**src/rtl/mc_datapath.sv**
```systemverilog
module mc_datapath #(
  parameter int DW = 32,
  parameter int NREG = 32
) (
  input  logic          clk,
  input  logic          rst_n,
  input  logic          addr_from_alu,
  input  logic          ir_load,
  input  logic          mem_rd_req,
  input  logic          mem_wr_req,
  input  logic          rf_we,
  input  logic          rf_dst_rd,
  input  logic          rf_from_mdr,
  input  logic          alu_a_reg,
  input  logic [1:0]    alu_b_sel,
  input  logic [1:0]    pc_src,
  input  logic          pc_we,
  input  logic          pc_we_zero,
  input  logic [2:0]    alu_op,
  output logic [DW-1:0] mem_addr,
  output logic [DW-1:0] mem_wdata,
  output logic          mem_rd,
  output logic          mem_wr,
  input  logic [DW-1:0] mem_rdata,
  output logic [DW-1:0] instr,
  output logic          alu_zero
);
  localparam int RW = $clog2(NREG);

  logic [DW-1:0] pc_q, ir_q, mdr_q, a_q, b_q, res_q;
  logic [DW-1:0] rf [NREG];
  logic [DW-1:0] imm, opa, opb, res, pc_nxt, wd;
  logic [RW-1:0] wa;
  logic          pc_load;

  assign imm       = {{(DW-16){ir_q[15]}}, ir_q[15:0]};
  assign opa       = alu_a_reg ? a_q : pc_q;
  assign wa        = rf_dst_rd ? ir_q[15:11] : ir_q[20:16];
  assign wd        = rf_from_mdr ? mdr_q : res_q;
  assign pc_load   = pc_we | (pc_we_zero & alu_zero);
  assign mem_addr  = addr_from_alu ? res_q : pc_q;
  assign mem_wdata = b_q;
  assign mem_rd    = mem_rd_req;
  assign mem_wr    = mem_wr_req;
  assign instr     = ir_q;
  assign alu_zero  = (res == '0);

  always_comb begin
    case (alu_b_sel)
      2'd0:    opb = b_q;
      2'd1:    opb = DW'(4);
      2'd2:    opb = imm;
      default: opb = {imm[DW-3:0], 2'b00};
    endcase
  end

  always_comb begin
    case (alu_op)
      3'b000:  res = opa & opb;
      3'b001:  res = opa | opb;
      3'b010:  res = opa + opb;
      3'b110:  res = opa - opb;
      3'b111:  res = {{(DW-1){1'b0}}, ($signed(opa) < $signed(opb))};
      default: res = '0;
    endcase
  end

  always_comb begin
    case (pc_src)
      2'd0:    pc_nxt = res;
      2'd1:    pc_nxt = res_q;
      default: pc_nxt = {pc_q[DW-1:28], ir_q[25:0], 2'b00};
    endcase
  end

  always_ff @(posedge clk or negedge rst_n) begin
    if (!rst_n) begin
      pc_q  <= '0;
      ir_q  <= '0;
      mdr_q <= '0;
      a_q   <= '0;
      b_q   <= '0;
      res_q <= '0;
      for (int i = 0; i < NREG; i++) rf[i] <= '0;
    end else begin
      if (pc_load) pc_q <= pc_nxt;
      if (ir_load) ir_q <= mem_rdata;
      mdr_q <= mem_rdata;
      a_q   <= rf[ir_q[25:21]];
      b_q   <= rf[ir_q[20:16]];
      res_q <= res;
      if (rf_we && wa != '0) rf[wa] <= wd;
    end
  end

  p_reset_pc_r1: assert property (@(posedge clk) !rst_n |=> (pc_q == '0 && ir_q == '0));

  p_ir_hold_r3: assert property (@(posedge clk) disable iff (!rst_n)
    !ir_load |=> $stable(instr));

  p_a_from_zero_r5: assert property (@(posedge clk) disable iff (!rst_n)
    (instr[25:21] == '0) |=> (a_q == '0));

  p_slt_bool_r8: assert property (@(posedge clk) disable iff (!rst_n)
    (alu_op == 3'b111) |-> (res[DW-1:1] == '0));

  p_pc_hold_r10: assert property (@(posedge clk) disable iff (!rst_n)
    (!pc_we && !(pc_we_zero && alu_zero)) |=> $stable(pc_q));
endmodule

```
**config.mk**
```make
export PLATFORM = sky130hd
export DESIGN_NAME = mc_datapath
export DESIGN_NICKNAME = d
export VERILOG_FILES = /design/src/rtl/mc_datapath.sv
export SDC_FILE = /design/constraint.sdc
export NUM_CORES = 2
export LEC_CHECK = 0
export BUFFER_PORTS_ARGS = -buffer_cell sky130_fd_sc_hd__buf_2
export CAP_MARGIN = 30
export CELL_PAD_IN_SITES_DETAIL_PLACEMENT = 1
export CELL_PAD_IN_SITES_GLOBAL_PLACEMENT = 1
export CORE_MARGIN = 10
export CORE_UTILIZATION = 52
export DETAILED_ROUTE_END_ITERATION = 8
export PLACE_DENSITY = 0.86
export REMOVE_ABC_BUFFERS = 1
export SLEW_MARGIN = 25
export SYNTH_ARGS = -nofsm -noshare
export SYNTH_HDL_FRONTEND = slang
export SYNTH_SLANG_ARGS = --single-unit
```
**constraint.sdc**
```tcl
create_clock -name clk -period 8.4 [get_ports clk]
set_input_delay 1.68 -clock clk [delete_from_list [all_inputs] [get_ports clk]]
set_output_delay 1.68 -clock clk [all_outputs]
set_load 0.02 [all_outputs]
```
Yosys cells after proc, flatten, opt, wreduce, memory -nomap -nowiden:

Cells that the tools add are included.

* bits of input ports: 51
* register bits: 1216

* order comparisons: 5
* add/subtract/negate cells: 2
* bitwise gates (word level): 7
* multiplexer cells: 16
* reductions and logical operators: 9
* equal/unequal tests: 7

Operators by type and width (count)
* bitwise mux 1024 bit: 1
* binary-select mux 32 bit (select 5 bit): 2
* two-way mux 32 bit: 8
* demux 32 bit (select 5 bit): 1
* case mux 32 bit (5 select lines): 1
* case mux 32 bit (3 select lines): 1
* case mux 32 bit (2 select lines): 1
* adder 32 bit: 1
* bitwise AND 32 bit: 1
* zero test 32 bit: 1
* < comparator 32 bit: 1
* bitwise OR 32 bit: 1
* subtractor 32 bit: 1
* greater-or-equal comparator 6 bit (second input constant): 3
* inverter 5 -> 6 bit: 3
* == test 3 bit (second input constant): 2
* < comparator 6 x 1 -> 1 bit (second input constant): 1
* two-way mux 5 bit: 1
* nonzero test 5 bit: 1
* == test 2 x 1 -> 1 bit (second input constant): 2
* zero test 2 bit: 2
* == test 3 x 1 -> 1 bit (second input constant): 1
* == test 3 x 2 -> 1 bit (second input constant): 1
* zero test 3 bit: 1
* 6 further kinds: 7

Longest topological paths before layout:

* depth after elaboration: 8
* mapped depth: 20

Worst setup path after synthesis:

No wires, ideal clock.

* path type: input to output
* start point: input alu_a_reg
* end point: output alu_zero
* setup slack: 0.688 ns
* path buffers: 2
* data arrival time: 6.032 ns
* required time: 6.720 ns
* cell stages on the path: 17
* cells stage by stage: clkbuf_1 -> clkbuf_1 -> mux2i_1 -> ha_1 -> inv_1 -> fa_1 -> nor2b_2 -> o311ai_2 -> and2_1 -> o221a_1 -> o21ai_1 -> or4b_1 -> or4_1 -> nor4b_2 -> nand4b_1 -> nor2_2 -> and2_1

* longest elaborated chain between the ends: 4
* elaborated cells between the ends (all ways): 8

Ends and longest elaborated chain
* from (decl): RTL line 14 `input logic alu_a_reg,`
* two-way mux 32 bit (*): RTL line 37 `assign opa = alu_a_reg ? a_q : pc_q;`
* subtractor 32 bit (tied with other cells): RTL line 62 `3'b110: res = opa - opb;`
* case mux 32 bit (5 select lines) (*): RTL line 58 `case (alu_op)`
* named net res[6]: RTL line 32 `logic [DW-1:0] imm, opa, opb, res, pc_nxt, wd;`
* zero test 32 bit (*): RTL line 46 `assign alu_zero = (res == '0);`
* to (decl): RTL line 26 `output logic alu_zero`

Mark *: on every way through the listed nets, which the timed path passes. The rest lies on a longest branch.

Final worst setup path:

Same ends and word-level chain as after synthesis.

==> impl_metrics.py <==
metrics = {
    "synth": {
        "synth_seq_cells": 1216,
        "synth.most_common_cell": "dfrtp_1",
        "synth_cell_types": 85,
        "synth_cells": 5704,
        "synthMuxAreaShare_pct": 27.0,
        "synth-edff-count": 0,
        "synthSimpleGateAreaFrac_pct": 8.42,
        "synth_xor_area_share_pct": 0.188,
        "async_flop_share_pct": 100,
        "synth.yosys.seq_area_share_pct": 46.6,
        "yosys.area.top_type": "dfrtp_1",
        "synth.cell_area_um2": 65300,
        "syn_avg_cell_area_um2": 11.4,
        "synthAdderAreaFrac_pct": 2.07,
        "synth_common_cells": "dfrtp_1 (1216), a21oi_1 (852), nor2_1 (852)",
        "synth_area_leaders": "dfrtp_1 (47%), mux4_2 (22%), a21oi_1 (6.5%)",
        "ys_warn_count": 0,
        "ys.flop_type": "dfrtp_1",
        "synth_top_family_by_area": "multiplexers",
        "synth_top_area_share_pct": 46.6,
        "synth_compound_area_share_pct": 11.6,
    },
    "finish": {
        "drive_gt1_share_pct": 25.3,
        "stdcell_area_um2": 72700,
        "instances_no_fill": 7334,
        "post-route-util_pct": 58.5,
        "multi_input_area_um2": 32600,
        "regArea_um2": 30500,
        "fin_nets": 5749,
        "areaGrowthSynthToFinish_pct": 11.3,
        "num-fill-cells": 12407,
    },
    "clocking": {
        "h-tree-depth": 4,
        "cts_tree": "built",
        "root_buffer": "clkbuf_16",
        "cts_sinks": 1216,
        "clkLatencyLatePin_ns": 0.84,
        "cts-buffers-inserted": 134,
        "hold_buffers": 0,
        "clkTransAtPathRegs_ns": 0.06,
        "clockBufferDepth": 3,
    },
    "global_routing": {
        "gr-total-overflow": 0,
        "grt_usage_pct": 38.4,
        "grt_pass1_vias": 58956,
        "grt_pass1_wl_um": 399000,
        "grt_max_degree": 176,
        "antenna_found_initial": 18,
    },
    "placed_design": {
        "placed_cell_area_um2": 68000,
        "placed_cells": 7082,
        "gp_congestion": 1.00,
        "port-buffer-count": 145,
        "dpl.hpwl_um": 164000,
    },
    "die": {
        "rows": 129,
        "die_h_um": 374,
        "io_pins": 150,
        "coreArea_um2": 124000,
        "start_util_pct": 52.5,
        "die_area_um2": 140000,
        "die_x_um": 374,
    },
    "worst_setup_path": {
        "reg2reg_from": "instr[0]",
        "crit_chain": "buf_2, buf_12, mux2i_1, inv_1, ha_1, nor2b_2, o311ai_2, and2_1, o221a_1, o21ai_1, or4b_1, or4_1, nor4b_4, nand4b_1, nor2_2, and2_1, buf_2",
        "endpoint_kind": "primary output",
        "crit_required_ns": 6.72,
        "critPathMaxStageDelay_ns": 0.59,
        "path_max_fanout": 22,
        "critPathTopFamily": "simple AND/OR/NAND/NOR gates",
        "cp_data_arrival_time_ns": 6.62,
        "crit_path_start": "alu_a_reg",
        "crit_slowest_cell": "or4_1",
        "path_buf_inv": 4,
        "critPathKind": "in2out",
        "start_kind": "primary input",
    },
    "timing": {
        "tightest_slew_ns": 1.13,
        "fmax_mhz": 120,
        "final_hold_viol_count": 0,
        "finalCritPeriodShare_pct": 98.8,
        "final-setup-viol-count": 0,
        "hold_ws_ns": 0.399,
        "finalMaxSlewViolations": 0,
        "min_period_ns": 8.30,
        "rsz0062_at_grt": "no",
        "skew_ns": 0.0380,
        "slew_headroom_pct": 24.9,
    },
    "detailed_routing": {
        "antenna_left": 0,
        "wirelength_um": 273000,
        "vias_per_cell": 7.40,
        "dr.first_iter.drc_count": 7413,
        "dr.pass1.iters": 6,
        "wl_per_cell_um": 37.2,
        "vias": 54306,
        "drc_errors": 0,
    },
    "power": {
        "p_leak_uw": 0.0309,
        "ir_drop_uv": 279,
        "p_per_area_nw_per_um2": 374,
        "p_total_uw": 27200,
    },
    "job": {
        "max_cap_viol_count": 0,
    },
    "outcome": {
        "outcome": "finished, final reports clean",
    },
    "min_path": {
        "hp-start": "rf[1016]",
        "hold_class": "reg2reg",
    },
}
through the flow:
step	TNS (ns)	setup slack [ns]
6_report	0	0.0967
5_1_grt	0	0.0226
4_1_cts	0	0.0847
3_5_place_dp	0	0.137
3_3_place_gp	0	0.254
2_1_floorplan	-3896.81	-5.48
power by group:
part           switching [uW]  internal, uW  total [uW]
registers                2710          8270       11000
clock network            2700          3470        6170
logic                    5340          4690       10000
worst paths after layout:
path	end	slack, ns	cells after the start
min	rf[1016]	0.40	0
min in group asynchronous	rf[517]	0.82	1
min reg2reg	rf[1016]	0.40	0
max in group asynchronous	rf[697]	5.59	3
max	alu_zero	0.1	17
max reg2reg	pc_q[4]	2.27	19
layout by cell type, fill, tap and decap left out, drive strengths merged, types with 9 or more instances in the layout:
master,n
a221oi,9
nor3,30
a21oi,853
a31oi,12
a211oi,14
a21o,24
inv,138
or2,14
buf,323
mux4,640
or3,16
nand2b,12
nand4,16
nor2,853
dfrtp,1216
mux2,163
nor4,17
o22ai,10
o211ai,15
clkbuf,199
clkinv,18
ha,105
nor2b,15
a22o,16
xnor2,12
nand2,340
mux2i,132
o31ai,23
o21ai,314
nand3,18
flip-flops by register name (all words and copies together), names as in the netlist:
register   count
instr         32
rf          1024
res_q         32
mdr_q         32
a_q           32
mem_wdata     32
pc_q          32
area by class of cell:
type                    count  area share (%)
multi-input cells        3787            44.8
flip-flops and latches   1216            41.9
clock buffers             199            5.38
repair buffers            323            3.68
well taps                1637            2.82
clock inverters            39           0.737
inverters                 129           0.666
diodes                      4          0.0138
routing by layer:
metal  track usage, %  wire length, um
met4             28.8            23200
met1             45.0            92100
met3             11.7            31100
met2             59.3           127000
met5                0              149
worst reg2reg max path: stages, from the launching register on:
cell and delay (ns):
dfrtp_1 0.60, mux2i_1 0.16, or2_2 0.34, inv_1 0.10, ha_1 0.23, inv_1 0.09
fa_1 0.45, nor2b_2 0.19, o311ai_2 0.36, a21oi_1 0.21, o31ai_1 0.55, o21ai_1 0.22
a211oi_1 0.49, o31ai_1 0.14, mux2_2 0.30, o22ai_2 0.20, nor2_1 0.14, a31oi_4 0.20
buf_4 0.59, mux2_2 0.46
kinds of logic (layout without fill, tap and decap cells):
family / count (synthesis) / count (layout)
AOI/OAI and AO/OA: 1374 / 1374
xor gates and xnor gates: 14 / 14
other: 0 / 4
muxes: 935 / 935
adders and majority gates: 107 / 107
buffers and inverters: 701 / 690
and+or+nand+nor: 1357 / 1357
DFF: 1216 / 1216
what timing repair did:
| item | 4_1_cts | 5_1_grt |
|---|---|---|
| setup endpoints to repair | 0 | 1 |
| resized for setup | 0 | 5 |
| hold endpoints to repair | 0 | 0 |
| setup buffers | 0 | 3 |
(Power assumes the default switching activity.)
